===== src/rtl/tsi_pkg.sv =====
package tsi_pkg;

  // Number of rate codes; rates step by a factor of two.
  localparam int RATE_CODES = 4;

  // Strobes from the frame controller to the datapath.
  typedef struct packed {
    logic                  swap;      // frame pulse seen this cycle
    logic                  wrBank;    // bank receiving the current frame
    logic [RATE_CODES-1:0] sampleStb; // last clock of a bit period, per rate
  } ctrl_t;

  // One connection store entry.
  typedef struct packed {
    logic       msg;      // 1: payload is a constant byte
    logic [7:0] payload;  // constant byte, or {stream, channel} of a source
  } cm_entry_t;

  localparam int CM_W = $bits(cm_entry_t);

endpackage


===== src/rtl/tsi_frame_ctrl.sv =====
module tsi_frame_ctrl
  import tsi_pkg::*;
#(
  parameter int CNT_W = 7
) (
  input  logic             clk,
  input  logic             rstN,
  input  logic             fpIn,
  output logic [CNT_W-1:0] cnt,
  output ctrl_t            ctrl
);

  logic bank;

  always_ff @(posedge clk or negedge rstN) begin
    if (!rstN) begin
      cnt  <= '0;
      bank <= 1'b0;
    end else if (fpIn) begin
      cnt  <= '0;
      bank <= ~bank;
    end else begin
      cnt <= cnt + 1'b1;
    end
  end

  assign ctrl.swap   = fpIn;
  assign ctrl.wrBank = bank;

  // A bit at rate code r lasts 2^(3-r) clocks; strobe on its last clock.
  for (genvar r = 0; r < RATE_CODES; r++) begin : g_stb
    if (r == RATE_CODES - 1) begin : g_full
      assign ctrl.sampleStb[r] = 1'b1;
    end else begin : g_part
      assign ctrl.sampleStb[r] = &cnt[RATE_CODES-2-r:0];
    end
  end

endmodule


===== src/rtl/tsi_datapath.sv =====
module tsi_datapath
  import tsi_pkg::*;
#(
  parameter  int GROUPS  = 2,
  parameter  int BASE_CH = 2,
  localparam int NSTR    = 2 * GROUPS,
  localparam int MAXCH   = BASE_CH * 8,
  localparam int CHW     = $clog2(MAXCH),
  localparam int SW      = $clog2(NSTR),
  localparam int CNT_W   = CHW + 3,
  localparam int ADDR_W  = SW + CHW,
  localparam int DEPTH   = 1 << ADDR_W
) (
  input  logic              clk,
  input  logic              rstN,
  input  logic [CNT_W-1:0]  cnt,
  input  ctrl_t             ctrl,
  input  logic [NSTR-1:0]   rxData,
  input  logic [2*GROUPS-1:0] rxRate,
  input  logic [2*GROUPS-1:0] txRate,
  output logic [NSTR-1:0]   txData,
  input  logic              hostWe,
  input  logic [ADDR_W-1:0] hostAddr,
  input  cm_entry_t         hostEntry,
  output cm_entry_t         hostEntryRd
);

  // Bit position within the byte (0 = first, MSB) at a rate code.
  function automatic logic [2:0] bitOf(input logic [CNT_W-1:0] c, input logic [1:0] r);
    return 3'(c >> (2'd3 - r));
  endfunction

  // Channel number within the frame at a rate code.
  function automatic logic [CHW-1:0] chanOf(input logic [CNT_W-1:0] c, input logic [1:0] r);
    return CHW'(c >> (3'd6 - {1'b0, r}));
  endfunction

  logic [1:0] inRate [NSTR];
  logic [1:0] outRate[NSTR];

  for (genvar s = 0; s < NSTR; s++) begin : g_rate
    assign inRate[s]  = rxRate[2*(s/2) +: 2];
    assign outRate[s] = txRate[2*(s/2) +: 2];
  end

  // Receive shifters and two-bank data store.
  logic [6:0] shReg[NSTR];
  logic [7:0] dataMem[2][DEPTH];

  always_ff @(posedge clk or negedge rstN) begin
    if (!rstN) begin
      for (int b = 0; b < 2; b++)
        for (int i = 0; i < DEPTH; i++)
          dataMem[b][i] <= 8'hFF;
      for (int s = 0; s < NSTR; s++)
        shReg[s] <= '0;
    end else begin
      for (int s = 0; s < NSTR; s++) begin
        if (ctrl.sampleStb[inRate[s]]) begin
          shReg[s] <= {shReg[s][5:0], rxData[s]};
          if (bitOf(cnt, inRate[s]) == 3'd7)
            dataMem[ctrl.wrBank][{SW'(s), chanOf(cnt, inRate[s])}] <= {shReg[s], rxData[s]};
        end
      end
    end
  end

  // Connection store: host shadow plus live copy loaded at each frame pulse.
  cm_entry_t cmHost[DEPTH];
  cm_entry_t cmLive[DEPTH];

  always_ff @(posedge clk or negedge rstN) begin
    if (!rstN) begin
      for (int i = 0; i < DEPTH; i++) begin
        cmHost[i] <= '0;
        cmLive[i] <= '0;
      end
    end else begin
      if (ctrl.swap) cmLive <= cmHost;
      if (hostWe) cmHost[hostAddr] <= hostEntry;
    end
  end

  assign hostEntryRd = cmHost[hostAddr];

  // Transmit selection, one per output stream.
  for (genvar o = 0; o < NSTR; o++) begin : g_tx
    logic [CHW-1:0] outCh;
    logic [2:0]     outBit;
    cm_entry_t      ent;
    logic [SW-1:0]  srcStr;
    logic [CHW-1:0] srcCh;
    logic           srcLive;
    logic [7:0]     outByte;

    always_comb begin
      outCh   = chanOf(cnt, outRate[o]);
      outBit  = bitOf(cnt, outRate[o]);
      ent     = cmLive[{SW'(o), outCh}];
      srcStr  = ent.payload[SW+CHW-1:CHW];
      srcCh   = ent.payload[CHW-1:0];
      srcLive = int'(srcCh) < (BASE_CH << inRate[srcStr]);
      if (ent.msg)       outByte = ent.payload;
      else if (!srcLive) outByte = 8'hFF;
      else               outByte = dataMem[!ctrl.wrBank][{srcStr, srcCh}];
    end

    assign txData[o] = outByte[3'd7 - outBit];
  end

endmodule


===== src/rtl/tdm_slot_switch.sv =====
module tdm_slot_switch
  import tsi_pkg::*;
#(
  parameter  int GROUPS  = 2,
  parameter  int BASE_CH = 2,
  localparam int NSTR    = 2 * GROUPS,
  localparam int CHW     = $clog2(BASE_CH * 8),
  localparam int ADDR_W  = $clog2(NSTR) + CHW,
  localparam int CNT_W   = CHW + 3
) (
  input  logic                clk,
  input  logic                rstN,
  input  logic                fpIn,
  input  logic [2*GROUPS-1:0] rxRate,
  input  logic [2*GROUPS-1:0] txRate,
  input  logic [NSTR-1:0]     rxData,
  output logic [NSTR-1:0]     txData,
  input  logic                hostWe,
  input  logic [ADDR_W-1:0]   hostAddr,
  input  logic [15:0]         hostWrData,
  output logic [15:0]         hostRdData
);

  logic [CNT_W-1:0] frameCnt;
  ctrl_t            ctrlS;
  cm_entry_t        entryRd;
  logic             unusedHostHi;

  assign unusedHostHi = ^hostWrData[15:CM_W];

  tsi_frame_ctrl #(.CNT_W(CNT_W)) i_ctrl (
    .clk (clk),
    .rstN(rstN),
    .fpIn(fpIn),
    .cnt (frameCnt),
    .ctrl(ctrlS)
  );

  tsi_datapath #(.GROUPS(GROUPS), .BASE_CH(BASE_CH)) i_dp (
    .clk        (clk),
    .rstN       (rstN),
    .cnt        (frameCnt),
    .ctrl       (ctrlS),
    .rxData     (rxData),
    .rxRate     (rxRate),
    .txRate     (txRate),
    .txData     (txData),
    .hostWe     (hostWe),
    .hostAddr   (hostAddr),
    .hostEntry  (cm_entry_t'(hostWrData[CM_W-1:0])),
    .hostEntryRd(entryRd)
  );

  assign hostRdData = {{(16-CM_W){1'b0}}, entryRd};

endmodule


===== config.mk =====
export PLATFORM = sky130hd
export DESIGN_NAME = tdm_slot_switch
export DESIGN_NICKNAME = d
export VERILOG_FILES = /design/src/rtl/tsi_pkg.sv /design/src/rtl/tsi_frame_ctrl.sv /design/src/rtl/tsi_datapath.sv /design/src/rtl/tdm_slot_switch.sv
export SDC_FILE = /design/constraint.sdc
export NUM_CORES = 2
export LEC_CHECK = 0
export ABC_AREA = 1
export ABC_CLOCK_PERIOD_IN_PS = 3700
export BUFFER_PORTS_ARGS = -buffer_cell sky130_fd_sc_hd__buf_2
export CAP_MARGIN = 20
export CORE_AREA = 2 2 489 491
export DETAILED_ROUTE_END_ITERATION = 12
export DIE_AREA = 0 0 491 493
export SLEW_MARGIN = 5
export SYNTH_ARGS = -nofsm -noshare
export SYNTH_HDL_FRONTEND = slang
export SYNTH_SLANG_ARGS = --single-unit

===== constraint.sdc =====
create_clock -name clk -period 3.7 [get_ports clk]
set_input_delay 0 -clock clk [delete_from_list [all_inputs] [get_ports clk]]
set_output_delay 0 -clock clk [all_outputs]
set_load 0.005 [all_outputs]

==> results.py <==
metrics = {
    "critical_path": {
        "cpMostUsedCell": "buf_12",
        "cp_data_arrival_time_ps": 4960,
        "cp_max_fo": 8,
        "critPathKind": "reg2out",
        "required_ps": 3700,
        "critPathCaptureType": "primary output",
        "slowest_stage": "o211ai_1",
        "start_kind": "flip-flop",
        "slowest_delay_ps": 640,
    },
    "route": {
        "wl_mm": 538,
        "wl_per_cell_um": 28.4,
        "drc": 0,
        "drtIter0Drc": 16300,
        "vias_per_cell": 6.25,
        "final_antenna_net_count": 0,
        "vias": 118000,
        "drt-pass1-iter-count": 7,
    },
    "status": {
        "failed_checks": "setup timing",
        "status": "finished with violations",
    },
    "pwr": {
        "power_density_mw_per_mm2": 559,
        "p_comb_share_pct": 36.8,
        "p_leak_nw": 66.6,
        "p_int_w": 0.0517,
        "p_clk_share_pct": 29.6,
        "vdd.ir_drop.worst_v": 0.000513,
        "switchingPower_w": 0.0306,
        "seqPwrFrac_pct": 33.7,
        "swShare_pct": 37.2,
    },
    "sta": {
        "drv_slew": 0,
        "min_period_ps": 4960,
        "worst_pin_slew_ps": 1140,
        "rsz0062_at_grt": "true",
        "fin_skew_ps": 88.7,
        "setup_violations": 4,
        "max_freq_mhz": 202,
        "hold_violations": 0,
        "slew_headroom_pct": 23.8,
        "worst_slack_ps": -1260,
        "min_period_over_period_pct": 134,
    },
    "synthesis": {
        "yosysTopAreaCell": "dfrtp_1",
        "syn-cell-area_mm2": 0.118,
        "async_reset_ff_share_pct": 100,
        "ys_types": 50,
        "avgSynthCellArea_um2": 7.98,
        "ys_ff_latch": 2212,
        "yosysWarnings": 0,
        "synthFlopType": "dfrtp_1",
        "ys_seq_area_share_pct": 48.1,
        "synthTopCellsByArea": "dfrtp_1 (25%), dfstp_2 (23%), nand2_1 (13%), nand3_1 (9.9%), o21ai_0 (9.5%)",
        "yosys.area.top_type_share_pct": 25.2,
        "synth_edf_count": 0,
        "synthCells": 14800,
    },
    "floorplanning": {
        "dieArea_mm2": 0.242,
        "row_count": 179,
        "die_y_um": 493,
        "core_mm2": 0.237,
        "start_util_pct": 49.7,
        "die_w_um": 491,
        "io_pins": 58,
    },
    "global_routing": {
        "grt_max_degree": 115,
        "grt-ovfl-total": 0,
        "grt_usage_pct": 42.6,
        "first_global_vias": 112000,
        "grt_pass1_wl_mm": 765,
        "antenna_found_initial": 17,
    },
    "cts": {
        "clk_pin_slew_ps": 60,
        "cts_root_buffer": "clkbuf_16",
        "cts_made_buffers": 231,
        "htreeDepth": 4,
        "clk_latency_ps": 940,
        "cts_buffer_depth": 3,
        "cts_tree": "built",
        "cts_sinks": 2212,
    },
    "cells_and_area": {
        "nFillCells": 20500,
        "final_layout_size_suffix_gt1_share_pct": 25.2,
        "fin_nets": 15600,
        "layout_commonest_cell": "nand2_1",
        "final_cell_mix": "nand2_1 (4050), o21ai_0 (2200), nand3_1 (1989)",
        "area_growth_syn_to_layout_pct": 25.1,
        "final_cells": 18900,
        "post-route-util_pct": 62.2,
    },
    "placement": {
        "port_buffers": 43,
        "dpl.hpwl_mm": 355,
        "dp_cells": 18200,
        "place_congestion": 1.03,
    },
    "worst_hold_path": {
        "holdCritPathClass": "in2reg",
    },
    "flow_run": {
        "maxCapViolations": 0,
    },
}
flip-flops by register name, summed over array words and instances (netlist names):
signal	flops
i_dp.cmHost	576
i_dp.shReg	28
i_ctrl.cnt	7
i_dp.dataMem	1024
i_ctrl.bank	1
i_dp.cmLive	576
kinds of logic (layout without fill, tap and decap cells):
logic type                 Yosys count  after routing  synth area share (%)
other                                1             15               0.00318
AOI/OAI and AO/OA                 3100           3100                  14.3
xor gates and xnor gates             1              1               0.00744
DFF                               2212           2212                  48.1
and+or+nand+nor                   6886           6888                  24.8
buffers and inverters             1885           2838                  6.77
muxes                              660            660                  5.83
adders and majority gates           18             18                 0.191
cell usage after synthesis (all sizes together) (26+ instances only):
cell type	n
a221oi	67
o211ai	199
o21ai	2274
nand3	2344
o22ai	46
nor2	257
or2	32
a22oi	88
mux2i	452
dfstp	1024
a21oi	342
dfrtp	1188
nand4	65
o221ai	26
buf	475
nand2	4156
inv	633
mux2	208
clkbuf	768
final cells by class:
type / count / area, um2 / share of cell area, %
Inverter: 642 / 2610 / 1.77
Clock buffer: 355 / 6910 / 4.69
Antenna cell: 8 / 20.0 / 0.0136
Clock inverter: 78 / 1110 / 0.755
Timing Repair Buffer: 1763 / 19700 / 13.4
Sequential cell: 2212 / 56600 / 38.4
Multi-Input combinational cell: 10700 / 56400 / 38.3
Tap cell: 3167 / 3960 / 2.69
timing repair:
item / CTS / global route
buffers inserted: 101 / 97
resized for setup: 440 / 500
pin swaps: 91 / 172
endpoints found under the setup margin: 5 / 4
gates cloned: 39 / 33
endpoints found under the hold margin: 1805 / 0
hold buffers: 33 / 0
worst max-delay path: cells and delay by family, from the launching register on:
kind                   cells  cell delay, ps
AOI/OAI and AO/OA          5             960
buffers and inverters     11            1410
DFF                        1             430
and+or+nand+nor           13            1240
power by group through the flow:
stage	Sequential (W)	Clock [W]	Combinational, W
4_1_cts	0.0277	0.0245	0.0273
6_report	0.0277	0.0243	0.0303
3_3_place_gp	0.0279	0	0.0247
5_1_grt	0.0279	0.0255	0.0315
2_1_floorplan	0.0276	0	0.0138
3_5_place_dp	0.0280	0	0.0250
per-layer routing:
metal	up-vias	GRT usage [%]	share of wire [%]
met2	7199	63.4	43
met1	57700	55.8	38
met5	-	0	0.011
li1	51500	-	-
met4	8	29.7	8.6
met3	1803	8.79	10
per-stage QoR:
stage | cell area (um2) | total power [W] | setup TNS (ps) | hold WS, ps | setup WS [ps]
2_1_floorplan | 118000 | 0.0414 | 0 | -296 | 410
3_3_place_gp | 131000 | 0.0527 | -3490 | 113 | -1010
3_5_place_dp | 131000 | 0.0531 | -3650 | 115 | -1010
4_1_cts | 143000 | 0.0795 | -4840 | 5.93 | -1240
5_1_grt | 147000 | 0.0850 | -5230 | 108 | -1340
6_report | 147000 | 0.0823 | -4870 | 52.7 | -1260
path summary, 6_finish.rpt:
path                       slack, ps              from  cells after the start           endpoint
setup / recovery               -1260     i_ctrl.cnt[6]                     29          txData[2]
hold / removal                    50         rxRate[0]                      6     i_dp.shReg[22]
setup reg to reg                 520     i_ctrl.cnt[2]                     16  i_dp.dataMem[332]
hold reg to reg                  460  i_dp.cmHost[424]                      2   i_dp.cmLive[424]
max in group asynchronous       2380              rstN                      3   i_dp.cmLive[239]
min in group asynchronous        240              rstN                      3     i_dp.shReg[17]
Note: power is estimated with default switching activity, not from simulation.
